$ cat config.mk
export PLATFORM = sky130hd
export DESIGN_NAME = vwalk_top
export DESIGN_NICKNAME = d
export VERILOG_FILES = /design/src/rtl/vwalk_pkg.sv /design/src/rtl/vwalk_rst_sync.sv /design/src/rtl/vwalk_index_sel.sv /design/src/rtl/vwalk_perm.sv /design/src/rtl/vwalk_ctrl.sv /design/src/rtl/vwalk_top.sv
export SDC_FILE = /design/constraint.sdc
export NUM_CORES = 1
export LEC_CHECK = 0
export ABC_AREA = 1
export BUFFER_PORTS_ARGS = -buffer_cell sky130_fd_sc_hd__clkbuf_2
export CORE_ASPECT_RATIO = 1.4
export CORE_MARGIN = 2
export CORE_UTILIZATION = 40
export DETAILED_ROUTE_END_ITERATION = 7
export GPL_ROUTABILITY_DRIVEN = 1
export PLACE_DENSITY = 0.77
export REMOVE_ABC_BUFFERS = 1
export SYNTH_ARGS = -nofsm -noshare
export SYNTH_HDL_FRONTEND = slang
export SYNTH_SLANG_ARGS = --single-unit
$ cat constraint.sdc
create_clock -name clk -period 5.7 [get_ports clk]
set_clock_uncertainty 0.05 [all_clocks]
set_input_delay 0.285 -clock clk [delete_from_list [all_inputs] [get_ports clk]]
set_output_delay 0.285 -clock clk [all_outputs]
set_load 0.02 [all_outputs]
$ cat src/rtl/vwalk_pkg.sv
package vwalk_pkg;
  localparam int ENT_W  = 64;
  localparam int BIT_V  = 0;
  localparam int BIT_WR = 1;
  localparam int BIT_US = 2;
  localparam int BIT_PS = 7;
  localparam int BIT_NX = 63;

  localparam int EC_W   = 5;
  localparam int EC_P   = 0;
  localparam int EC_WR  = 1;
  localparam int EC_US  = 2;
  localparam int EC_IF  = 4;

  typedef enum logic [1:0] {
    ACC_READ  = 2'd0,
    ACC_WRITE = 2'd1,
    ACC_FETCH = 2'd2
  } acc_kind_e;

  typedef enum logic [1:0] {
    ST_IDLE  = 2'd0,
    ST_ISSUE = 2'd1,
    ST_WAIT  = 2'd2
  } walk_st_e;
endpackage

$ cat src/rtl/vwalk_rst_sync.sv
module vwalk_rst_sync (
  input  logic clk,
  input  logic rst_n,
  output logic rst_n_sync
);
  logic [1:0] sync_q;

  always_ff @(posedge clk or negedge rst_n) begin
    if (!rst_n) sync_q <= 2'b00;
    else        sync_q <= {sync_q[0], 1'b1};
  end

  assign rst_n_sync = sync_q[1];
endmodule

$ cat src/rtl/vwalk_index_sel.sv
module vwalk_index_sel #(
  parameter int VA_W   = 48,
  parameter int PA_W   = 52,
  parameter int IDX_W  = 9,
  parameter int OFF_W  = 12,
  parameter int LEVELS = 4
) (
  input  logic [VA_W-1:0]            vaddr,
  input  logic [$clog2(LEVELS)-1:0]  lvl,
  input  logic [PA_W-1:0]            base,
  output logic [PA_W-1:0]            entry_addr
);
  localparam int LVL_W  = $clog2(LEVELS);
  localparam int ESZ_LG = 3;

  logic [IDX_W-1:0] idx_arr [LEVELS];
  logic [IDX_W-1:0] idx_sel;

  for (genvar g = 0; g < LEVELS; g++) begin : g_idx
    assign idx_arr[g] = vaddr[OFF_W + g*IDX_W +: IDX_W];
  end

  always_comb begin
    idx_sel = '0;
    for (int i = 0; i < LEVELS; i++) begin
      if (lvl == LVL_W'(i)) idx_sel = idx_arr[i];
    end
  end

  assign entry_addr = {base[PA_W-1:OFF_W], {OFF_W{1'b0}}}
                    + {{(PA_W-IDX_W-ESZ_LG){1'b0}}, idx_sel, {ESZ_LG{1'b0}}};
endmodule

$ cat src/rtl/vwalk_perm.sv
module vwalk_perm
  import vwalk_pkg::*;
(
  input  logic             clk,
  input  logic             rst_n,
  input  logic             start,
  input  logic             upd,
  input  logic [ENT_W-1:0] ent,
  input  acc_kind_e        kind,
  input  logic             user,
  output logic             fail
);
  logic wr_acc_q, us_acc_q, nx_acc_q;
  logic wr_acc_d, us_acc_d, nx_acc_d;
  logic wr_eff, us_eff, nx_eff;
  logic acc_en;

  assign wr_eff = wr_acc_q & ent[BIT_WR];
  assign us_eff = us_acc_q & ent[BIT_US];
  assign nx_eff = nx_acc_q | ent[BIT_NX];

  assign fail = ((kind == ACC_WRITE) && !wr_eff)
              || (user && !us_eff)
              || ((kind == ACC_FETCH) && nx_eff);

  assign acc_en = start | upd;

  always_comb begin
    wr_acc_d = wr_acc_q;
    us_acc_d = us_acc_q;
    nx_acc_d = nx_acc_q;
    if (start) begin
      wr_acc_d = 1'b1;
      us_acc_d = 1'b1;
      nx_acc_d = 1'b0;
    end else if (upd) begin
      wr_acc_d = wr_eff;
      us_acc_d = us_eff;
      nx_acc_d = nx_eff;
    end
  end

  always_ff @(posedge clk or negedge rst_n) begin
    if (!rst_n) begin
      wr_acc_q <= 1'b1;
      us_acc_q <= 1'b1;
      nx_acc_q <= 1'b0;
    end else if (acc_en) begin
      wr_acc_q <= wr_acc_d;
      us_acc_q <= us_acc_d;
      nx_acc_q <= nx_acc_d;
    end
  end

  // a denied write stays denied for the rest of the walk
  assert_wr_sticky_R7: assert property (@(posedge clk) disable iff (!rst_n)
    (!wr_acc_q && !start) |=> !wr_acc_q);
  // a denied user access stays denied for the rest of the walk
  assert_us_sticky_R8: assert property (@(posedge clk) disable iff (!rst_n)
    (!us_acc_q && !start) |=> !us_acc_q);
  // a no-execute mark stays in force for the rest of the walk
  assert_nx_sticky_R9: assert property (@(posedge clk) disable iff (!rst_n)
    (nx_acc_q && !start) |=> nx_acc_q);
endmodule

$ cat src/rtl/vwalk_ctrl.sv
module vwalk_ctrl
  import vwalk_pkg::*;
#(
  parameter int VA_W   = 48,
  parameter int PA_W   = 52,
  parameter int IDX_W  = 9,
  parameter int OFF_W  = 12,
  parameter int LEVELS = 4
) (
  input  logic                       clk,
  input  logic                       rst_n,
  input  logic                       req_valid,
  input  logic [VA_W-1:0]            req_vaddr,
  input  logic [PA_W-1:0]            req_root,
  input  logic [1:0]                 req_kind,
  input  logic                       req_user,
  input  logic                       rsp_valid,
  input  logic [ENT_W-1:0]           rsp_data,
  input  logic                       perm_fail,
  output logic                       req_ready,
  output logic                       rd_req,
  output logic [VA_W-1:0]            vaddr_q,
  output logic [PA_W-1:0]            base_q,
  output logic [$clog2(LEVELS)-1:0]  lvl_q,
  output acc_kind_e                  kind_q,
  output logic                       user_q,
  output logic                       perm_start,
  output logic                       perm_upd,
  output logic                       done,
  output logic                       fault,
  output logic [EC_W-1:0]            fault_code,
  output logic [PA_W-1:0]            pa
);
  localparam int LVL_W  = $clog2(LEVELS);
  localparam int LG_W   = OFF_W + IDX_W;
  localparam int LG_LVL = 1;

  walk_st_e              st_q, st_d;
  logic [LVL_W-1:0]      lvl_d;
  logic [PA_W-1:0]       base_d;
  logic [VA_W-1:0]       vaddr_d;
  acc_kind_e             kind_d;
  logic                  user_d;
  logic                  done_q, done_d;
  logic                  fault_q, fault_d;
  logic [EC_W-1:0]       code_q, code_d;
  logic [PA_W-1:0]       pa_q, pa_d;
  logic                  accept, finish, walk_en;
  logic                  ent_v, ent_ps, is_leaf, bad_ps;
  logic [EC_W-1:0]       acc_bits;

  assign accept     = (st_q == ST_IDLE) && req_valid;
  assign req_ready  = (st_q == ST_IDLE);
  assign rd_req     = (st_q == ST_ISSUE);
  assign perm_start = accept;
  assign perm_upd   = (st_q == ST_WAIT) && rsp_valid;

  assign ent_v   = rsp_data[BIT_V];
  assign ent_ps  = rsp_data[BIT_PS];
  assign bad_ps  = ent_ps && (lvl_q > LVL_W'(LG_LVL));
  assign is_leaf = (lvl_q == '0) || ((lvl_q == LVL_W'(LG_LVL)) && ent_ps);
  assign finish  = perm_upd && (!ent_v || bad_ps || is_leaf);
  assign walk_en = accept || perm_upd;

  always_comb begin
    acc_bits         = '0;
    acc_bits[EC_WR]  = (kind_q == ACC_WRITE);
    acc_bits[EC_US]  = user_q;
    acc_bits[EC_IF]  = (kind_q == ACC_FETCH);
  end

  always_comb begin
    st_d    = st_q;
    lvl_d   = lvl_q;
    base_d  = base_q;
    vaddr_d = vaddr_q;
    kind_d  = kind_q;
    user_d  = user_q;
    fault_d = fault_q;
    code_d  = code_q;
    pa_d    = pa_q;
    done_d  = 1'b0;
    case (st_q)
      ST_IDLE: begin
        if (req_valid) begin
          vaddr_d = req_vaddr;
          base_d  = {req_root[PA_W-1:OFF_W], {OFF_W{1'b0}}};
          lvl_d   = LVL_W'(LEVELS-1);
          kind_d  = (req_kind == 2'd1) ? ACC_WRITE :
                    (req_kind == 2'd2) ? ACC_FETCH : ACC_READ;
          user_d  = req_user;
          st_d    = ST_ISSUE;
        end
      end
      ST_ISSUE: st_d = ST_WAIT;
      ST_WAIT: begin
        if (rsp_valid) begin
          if (finish) begin
            st_d    = ST_IDLE;
            done_d  = 1'b1;
            fault_d = 1'b1;
            pa_d    = '0;
            code_d  = acc_bits;
            if (!ent_v) begin
              code_d[EC_P] = 1'b0;
            end else if (bad_ps || perm_fail) begin
              code_d[EC_P] = 1'b1;
            end else begin
              fault_d = 1'b0;
              code_d  = '0;
              if (lvl_q == '0)
                pa_d = {rsp_data[PA_W-1:OFF_W], vaddr_q[OFF_W-1:0]};
              else
                pa_d = {rsp_data[PA_W-1:LG_W], vaddr_q[LG_W-1:0]};
            end
          end else begin
            base_d = {rsp_data[PA_W-1:OFF_W], {OFF_W{1'b0}}};
            lvl_d  = lvl_q - 1'b1;
            st_d   = ST_ISSUE;
          end
        end
      end
      default: st_d = ST_IDLE;
    endcase
  end

  always_ff @(posedge clk or negedge rst_n) begin
    if (!rst_n) begin
      st_q   <= ST_IDLE;
      done_q <= 1'b0;
    end else begin
      st_q   <= st_d;
      done_q <= done_d;
    end
  end

  always_ff @(posedge clk or negedge rst_n) begin
    if (!rst_n) begin
      lvl_q   <= '0;
      base_q  <= '0;
      vaddr_q <= '0;
      kind_q  <= ACC_READ;
      user_q  <= 1'b0;
    end else if (walk_en) begin
      lvl_q   <= lvl_d;
      base_q  <= base_d;
      vaddr_q <= vaddr_d;
      kind_q  <= kind_d;
      user_q  <= user_d;
    end
  end

  always_ff @(posedge clk or negedge rst_n) begin
    if (!rst_n) begin
      fault_q <= 1'b0;
      code_q  <= '0;
      pa_q    <= '0;
    end else if (finish) begin
      fault_q <= fault_d;
      code_q  <= code_d;
      pa_q    <= pa_d;
    end
  end

  assign done       = done_q;
  assign fault      = fault_q;
  assign fault_code = code_q;
  assign pa         = pa_q;

  assert_one_read_R2: assert property (@(posedge clk) disable iff (!rst_n)
    rd_req |=> !rd_req);
  assert_lvl_desc_R2: assert property (@(posedge clk) disable iff (!rst_n)
    (perm_upd && !finish) |=> (lvl_q == $past(lvl_q) - 1'b1));
  assert_done_pulse_R11: assert property (@(posedge clk) disable iff (!rst_n)
    done |=> !done);
  assert_busy_drop_R10: assert property (@(posedge clk) disable iff (!rst_n)
    !req_ready |=> $stable(vaddr_q));
  assert_offset_kept_R4: assert property (@(posedge clk) disable iff (!rst_n)
    (done && !fault) |-> (pa[OFF_W-1:0] == vaddr_q[OFF_W-1:0]));
  assert_fault_no_pa_R11: assert property (@(posedge clk) disable iff (!rst_n)
    (done && fault) |-> (pa == '0));
endmodule

$ cat src/rtl/vwalk_top.sv
module vwalk_top
  import vwalk_pkg::*;
#(
  parameter int VA_W   = 48,
  parameter int PA_W   = 52,
  parameter int IDX_W  = 9,
  parameter int OFF_W  = 12,
  parameter int LEVELS = 4
) (
  input  logic              clk,
  input  logic              rst_n,
  input  logic              req_valid,
  output logic              req_ready,
  input  logic [VA_W-1:0]   req_vaddr,
  input  logic [PA_W-1:0]   req_root,
  input  logic [1:0]        req_kind,
  input  logic              req_user,
  output logic              mem_rd_req,
  output logic [PA_W-1:0]   mem_rd_addr,
  input  logic              mem_rsp_valid,
  input  logic [ENT_W-1:0]  mem_rsp_data,
  output logic              done,
  output logic              fault,
  output logic [EC_W-1:0]   fault_code,
  output logic [PA_W-1:0]   pa
);
  localparam int LVL_W = $clog2(LEVELS);

  logic              rst_n_s;
  logic [VA_W-1:0]   vaddr_q;
  logic [PA_W-1:0]   base_q;
  logic [LVL_W-1:0]  lvl_q;
  acc_kind_e         kind_q;
  logic              user_q;
  logic              perm_start, perm_upd, perm_fail;

  vwalk_rst_sync u_rst (
    .clk        (clk),
    .rst_n      (rst_n),
    .rst_n_sync (rst_n_s)
  );

  vwalk_index_sel #(
    .VA_W(VA_W), .PA_W(PA_W), .IDX_W(IDX_W), .OFF_W(OFF_W), .LEVELS(LEVELS)
  ) u_idx (
    .vaddr      (vaddr_q),
    .lvl        (lvl_q),
    .base       (base_q),
    .entry_addr (mem_rd_addr)
  );

  vwalk_perm u_perm (
    .clk   (clk),
    .rst_n (rst_n_s),
    .start (perm_start),
    .upd   (perm_upd),
    .ent   (mem_rsp_data),
    .kind  (kind_q),
    .user  (user_q),
    .fail  (perm_fail)
  );

  vwalk_ctrl #(
    .VA_W(VA_W), .PA_W(PA_W), .IDX_W(IDX_W), .OFF_W(OFF_W), .LEVELS(LEVELS)
  ) u_ctrl (
    .clk        (clk),
    .rst_n      (rst_n_s),
    .req_valid  (req_valid),
    .req_vaddr  (req_vaddr),
    .req_root   (req_root),
    .req_kind   (req_kind),
    .req_user   (req_user),
    .rsp_valid  (mem_rsp_valid),
    .rsp_data   (mem_rsp_data),
    .perm_fail  (perm_fail),
    .req_ready  (req_ready),
    .rd_req     (mem_rd_req),
    .vaddr_q    (vaddr_q),
    .base_q     (base_q),
    .lvl_q      (lvl_q),
    .kind_q     (kind_q),
    .user_q     (user_q),
    .perm_start (perm_start),
    .perm_upd   (perm_upd),
    .done       (done),
    .fault      (fault),
    .fault_code (fault_code),
    .pa         (pa)
  );

  // the read address always lies on an 8-byte entry boundary
  assert_entry_align_R1: assert property (@(posedge clk) disable iff (!rst_n_s)
    mem_rd_req |-> (mem_rd_addr[2:0] == 3'b000));
endmodule

Word-level counts from Yosys, hierarchy flattened
Index checks and enable logic that the tools add are counted.
{"block": "totals", "ff_bits": 171, "word_cells": 95, "inputBits": 171}
{"block": "op_classes", "order_cmp": 1, "n_reduce_logical": 27, "bitwise": 4, "eq_ne": 12, "muxes": 35, "addsub": 2}
{"cell": "52-bit two-way mux", "count": 5}
{"cell": "52-bit case mux with 2 select lines", "count": 1}
{"cell": "52-bit by 12-bit adder with 52-bit output", "count": 1}
{"cell": "9-bit two-way mux", "count": 4}
{"cell": "21-bit two-way mux", "count": 1}
{"cell": "2-bit two-way mux", "count": 7}
{"cell": "1-bit two-way mux", "count": 13}
{"cell": "2-bit equality test, second input constant", "count": 5}
{"cell": "2-bit by 1-bit equality test with 1-bit output, second input constant", "count": 4}
{"cell": "1-bit logical AND", "count": 8}
{"cell": "4-bit two-way mux", "count": 2}
{"cell": "1-bit logical OR", "count": 7}
{"cell": "2-bit inequality test, second input constant", "count": 3}
{"cell": "2-bit case mux with 3 select lines", "count": 1}
{"cell": "3-bit AND reduction", "count": 2}
{"cell": "5-bit AND reduction", "count": 1}
{"cell": "2-bit logical NOT", "count": 2}
{"cell": "2-bit case mux with 2 select lines", "count": 1}
{"cell": "2-bit AND reduction", "count": 2}
{"cell": "2-bit nonzero test", "count": 2}
{"cell": "1-bit logical NOT", "count": 3}
{"cell": "1-bit AND", "count": 2}
{"cell": "2-bit by 1-bit > comparator with 1-bit output, second input constant", "count": 1}
{"cell": "1-bit bitwise OR", "count": 2}
{"cell": "2-bit by 1-bit subtractor with 2-bit output, second input constant", "count": 1}

Logic depth before layout (Yosys ltp)
{"block": "depth", "ltp_word": 8, "ltp_mapped": 11}

Hierarchy
From an unflattened synthesis, not the netlist that was laid out.
{"block": "unflattened", "hier_cells": 979, "hier_area_um2": 7758.7}
{"mod": "vwalk_ctrl", "instances": 1, "area_per_inst_um2": 6936.7, "cells_per_inst": 857}
{"mod": "vwalk_index_sel", "instances": 1, "area_per_inst_um2": 603.1, "cells_per_inst": 96}
{"mod": "vwalk_perm", "instances": 1, "area_per_inst_um2": 165.2, "cells_per_inst": 23}
{"mod": "vwalk_rst_sync", "instances": 1, "area_per_inst_um2": 53.8, "cells_per_inst": 3}

Worst setup path before layout
OpenSTA, ideal clock, no wires.
{"block": "synth_timing", "path_type": "register to output", "start": "reg u_ctrl.lvl_q[1]", "end": "out mem_rd_addr[10]", "slack_ns": 3.819, "arrival_time_ns": 1.546, "stages_incl_launch_ff": 9, "cell_sequence": "dfrtp_1 -> inv_1 -> ha_1 -> buf_4 -> inv_1 -> nand2_1 -> o21ai_0 -> nand2_1 -> a22oi_1"}
{"block": "synth_between", "elab_chain_len": 6, "elab_cells_between_ends": 9, "classes_between": "add/sub: 1; eq/ne: 3; mux: 4; reduce/logical: 1"}
{"item": "start: declaration", "line": "vwalk_ctrl.sv:24", "rtl": "output logic [$clog2(LEVELS)-1:0] lvl_q,"}
{"item": "start signal: assignment", "line": "vwalk_ctrl.sv:145", "rtl": "lvl_q <= lvl_d;"}
{"item": "2-bit logical NOT", "line": "vwalk_index_sel.sv:26", "rtl": "if (lvl == LVL_W'(i)) idx_sel = idx_arr[i];"}
{"item": "9-bit two-way mux (3 in a row)", "line": "vwalk_index_sel.sv:26"}
{"item": "9-bit two-way mux (*)", "line": "vwalk_index_sel.sv:26"}
{"item": "52-bit by 12-bit adder with 52-bit output (*)", "line": "vwalk_index_sel.sv:31", "rtl": "+ {{(PA_W-IDX_W-ESZ_LG){1'b0}}, idx_sel, {ESZ_LG{1'b0}}};"}
{"item": "end: declaration", "line": "vwalk_top.sv:19", "rtl": "output logic [PA_W-1:0] mem_rd_addr,"}
Mark *: on every way between the ends. The rest lies on a longest branch, timed or not.

Worst setup path in the final report
{"block": "layout_timing", "start": "reg u_ctrl.st_q[0]", "end": "reg u_ctrl.base_q[18]"}
{"block": "layout_between", "elab_chain_len": 5, "elab_cells_between_ends": 12, "classes_between": "eq/ne: 4; mux: 1; reduce/logical: 7"}
{"item": "start: declaration", "line": "vwalk_ctrl.sv:38", "rtl": "walk_st_e st_q, st_d;"}
{"item": "start signal: assignment", "line": "vwalk_ctrl.sv:132", "rtl": "st_q <= st_d;"}
{"item": "2-bit equality test", "line": "vwalk_ctrl.sv:56, vwalk_ctrl.sv:83"}
{"item": "1-bit logical AND", "line": "vwalk_ctrl.sv:56", "rtl": "assign perm_upd = (st_q == ST_WAIT) && rsp_valid;"}
{"item": "1-bit logical AND", "line": "vwalk_ctrl.sv:62", "rtl": "assign finish = perm_upd && (!ent_v || bad_ps || is_leaf);"}
{"item": "2-bit inequality test (no line)"}
{"item": "5-bit AND reduction (no line)"}
{"item": "end signal: assignment", "line": "vwalk_ctrl.sv:146", "rtl": "base_q <= base_d;"}
{"item": "end: declaration", "line": "vwalk_ctrl.sv:23", "rtl": "output logic [PA_W-1:0] base_q,"}
Several ways; a longest one is shown, not always the timed one.
A chain may end at the register's enable or synchronous reset.

==> results.yml <==
power_and_ir_drop:
  power.combinational.fraction_pct: 42.3
  power.ir.vdd_worst_v: 0.000324
  share_of_total_power_consumed_by_net_switching_pct: 43.5
  static-leakage-power_nw: 5.35
  power.sequential.fraction_pct: 34.4
  p_int_mw: 3.01
  share_clk_of_total_power_pct: 23.3
  switching_component_of_the_power_mw: 2.32
  power_density_nw_per_um2: 585
timing:
  tns_ns: 0
  slew-limit-headroom_pct: 32.8
  fin_hold_ws_ns: 0.0157
  report.final.hold_viol_count: 0
  post-route-min-period_ns: 3.45
  final_max_slew_viol_count: 0
  grt_setup_unrepaired: "no"
  finalCritPeriodShare_pct: 60.5
  tightestPinTransition_ns: 1.01
  clock.fmax_ghz: 0.290
  final.setup.worst_slack_ns: 2.25
  finalSetupViolCount: 0
drt:
  initialDrtViolationCount: 378
  routedLengthMet1_um: 8170
  route.vias.total: 6556
  detail-route-antenna-nets: 0
  met2_length_um: 10600
  route.top_layer_used: "met4"
  wl_met3_um: 1050
  drtPass1Iterations: 7
  drc: 0
  drt_wl_total_um: 20300
  wl_per_cell_um: 14.7
  viasPerCell: 4.76
min_path:
  holdPathStages: 3
  worst_hold_launch: "req_vaddr[32]"
  worst_min_path_class: "input port to flip-flop"
clock_tree:
  cts-buffers-inserted: 17
  clk_pin_slew_ns: 0.06
  cts_h_tree_depth: 4
  clk_latency_ns: 0.42
  tritoncts_clock_tree: "yes"
  cts.path.max_buffers: 2
  cts_root_buf: "sky130_fd_sc_hd__clkbuf_16"
  post_cts.repair.setup_buffers: 0
  post_cts_repair_resize_count: 0
  cts_sinks: 158
floorplan:
  initial_core_util_pct: 40.8
  die-area_um2: 18800
  std_cell_rows: 57
  core-area_um2: 17300
  dieWidth_um: 116
  die_height_um: 161
  boundaryPins: 284
global_routing:
  residual_overflow_from_global_routing: 0
  via_count_of_the_first_global_routing_pass: 6383
  grt_antenna_before_repair: 0
  first_pass_grt_wire_length_um: 32000
  grt_util_all_layers_pct: 21.9
  largest_net_degree_at_the_start_of_global_routing: 70
placement:
  detailed_place_hpwl_um: 13400
  detailedPlace.worstSlack_ns: 2.20
  total_of_buffers_placed_on_input_and_output_ports: 248
  finalWeightedCongestion: 0.865
  dp.cells: 1338
job:
  timing.max_cap.violations: 0
logic_synthesis:
  cell_area_after_synthesis_um2: 7080
  synth.yosys.warnings: 0
  post_synth_inst_count: 897
  synthesis_stage_register_bit_count: 158
  synth_cell_types: 24
  async_flop_share_pct: 100
  yosysSeqAreaShare_pct: 55.9
  mean_area_per_synthesized_cell_um2: 7.89
  main_synth_ff_type: "sky130_fd_sc_hd__dfrtp_1"
  synth_enable_flop_cells: 0
critical_path:
  crit_path_end: "u_ctrl.base_q[18]"
  critical_path.max_fanout: 59
  crit_start: "u_ctrl.st_q[0]"
  setup.reg_to_reg.worst_slack_ns: 2.25
  crit_arrival_ns: 3.70
  end_kind: "flip-flop"
  critical_path.startpoint_type: "flip-flop"
  reg2reg_from: "u_ctrl.st_q[0]"
  ff_to_ff_path_depth: 11
  worstSetupPathType: "flip-flop to flip-flop"
  terminus_of_the_critical_flop_to_flop_path: "u_ctrl.base_q[18]"
  cp.required_ns: 5.95
final_layout:
  seq_area_um2: 3960
  fill_cell_total_of_the_finished_layout: 1673
  multi_input_comb_area_um2: 2700
  n_antenna_cell: 0
  layout.cells.most_common: "sky130_fd_sc_hd__nand2_1"
  fraction_of_final_layout_cells_with_drive_strength_greater_than_1_pct: 26.4
  finish.net_count: 1304
  most-common-layout-cells: "sky130_fd_sc_hd__nand2_1, sky130_fd_sc_hd__clkbuf_2, sky130_fd_sc_hd__dfrtp_1"
  finalNonFillerCells: 1378
  layout-area-overhead-vs-synth_pct: 28.7
  fin_util_pct: 52.6
outcome:
  run_status: "finished clean"
[worst max-delay path: stages, from the launching register on]
cell and delay, ns:
sky130_fd_sc_hd__dfrtp_1 0.39, sky130_fd_sc_hd__inv_2 0.06, sky130_fd_sc_hd__nand2_2 0.05, sky130_fd_sc_hd__inv_2 0.62
sky130_fd_sc_hd__nand2_2 0.21, sky130_fd_sc_hd__inv_2 0.12, sky130_fd_sc_hd__nand2_4 0.41, sky130_fd_sc_hd__nand2_2 0.17
sky130_fd_sc_hd__buf_4 0.49, sky130_fd_sc_hd__inv_2 0.49, sky130_fd_sc_hd__nand2_1 0.20, sky130_fd_sc_hd__nand2_1 0.06
[per-stage QoR]
stage	cell area (um2)	power (mW)
2_1_floorplan	6780	3.26
3_3_place_gp	8380	4.05
3_5_place_dp	8380	4.11
4_1_cts	9110	5.38
5_1_grt	9110	5.73
6_report	9110	5.33
[Yosys cell counts, types with 2 or more instances]
library cell                 n  area, um2
sky130_fd_sc_hd__a21oi_1    11       55.1
sky130_fd_sc_hd__a22oi_1     9       67.6
sky130_fd_sc_hd__buf_1       5       18.8
sky130_fd_sc_hd__buf_2      11       55.1
sky130_fd_sc_hd__buf_4      15        113
sky130_fd_sc_hd__buf_6       5       56.3
sky130_fd_sc_hd__clkbuf_1   17       63.8
sky130_fd_sc_hd__clkinv_1    2       7.51
sky130_fd_sc_hd__conb_1      2       7.51
sky130_fd_sc_hd__dfrtp_1   156       3900
sky130_fd_sc_hd__dfstp_2     2       52.6
sky130_fd_sc_hd__ha_1        4       50.1
sky130_fd_sc_hd__inv_1      28        105
sky130_fd_sc_hd__inv_2       5       18.8
sky130_fd_sc_hd__nand2_1   508       1910
sky130_fd_sc_hd__nand2_2     3       18.8
sky130_fd_sc_hd__nand3_1    60        300
sky130_fd_sc_hd__nor2_1      8       30.0
sky130_fd_sc_hd__o21ai_0    41        205
[power by group through the flow]
stage | Clock (mW) | Combinational, mW | Sequential, mW
detailed placement | 0 | 2.26 | 1.85
global placement | 0 | 2.22 | 1.83
global route | 1.32 | 2.52 | 1.89
CTS | 1.27 | 2.28 | 1.83
floorplan | 0 | 1.11 | 2.16
finish | 1.24 | 2.25 | 1.84
[registers in the layout, indices dropped and copies added, names as in the netlist]
register           cells
u_ctrl.kind_q          2
u_rst.sync_q           2
u_ctrl.pa             52
u_ctrl.lvl_q           2
u_ctrl.vaddr_q        48
u_ctrl.fault           1
u_perm.us_acc_q        1
u_ctrl.base_q         40
u_ctrl.fault_code      4
u_ctrl.st_q            2
u_perm.wr_acc_q        1
u_ctrl.user_q          1
u_perm.nx_acc_q        1
u_ctrl.done            1
[metal layers]
layer / track usage (%) / vias to the layer above
met5: 0 / -
met1: 26.3 / 3055
li1: - / 3229
met2: 38.1 / 235
met4: 8.55 / 0
met3: 4.69 / 37
[how the worst min path moves through the flow]
stage                         end  slack [ns]
2_1_floorplan     u_rst.sync_q[0]       -0.06
3_3_place_gp      u_rst.sync_q[0]        0.02
3_5_place_dp      u_rst.sync_q[0]        0.02
4_1_cts        u_ctrl.vaddr_q[29]      0.0009
5_1_grt         u_ctrl.vaddr_q[8]       0.004
6_report       u_ctrl.vaddr_q[32]        0.02
[cell type report]
type	count	share of cell area (%)
tap	236	3.24
inverter	35	1.44
timing repair buffer	263	15.1
clock buffer	18	4.82
clock inverter	14	2.28
multi-input combinational	654	29.7
sequential	158	43.5
[kinds of logic after synthesis]
logic type               count (synthesis)  share of synthesized area (%)
buffers and inverters                   88                           6.19
AND/OR/NAND/NOR                        582                           32.3
other                                    2                          0.106
adder cells (fa/ha/maj)                  4                          0.707
AO/OA/AOI/OAI                           63                           4.84
flip-flops                             158                           55.9
[timing repair]
action,in CTS,in global routing
endpoints found under the hold margin,9,0
hold buffers,8,0
setup endpoints to repair,0,0
Note: power is estimated with default switching activity, not from simulation.
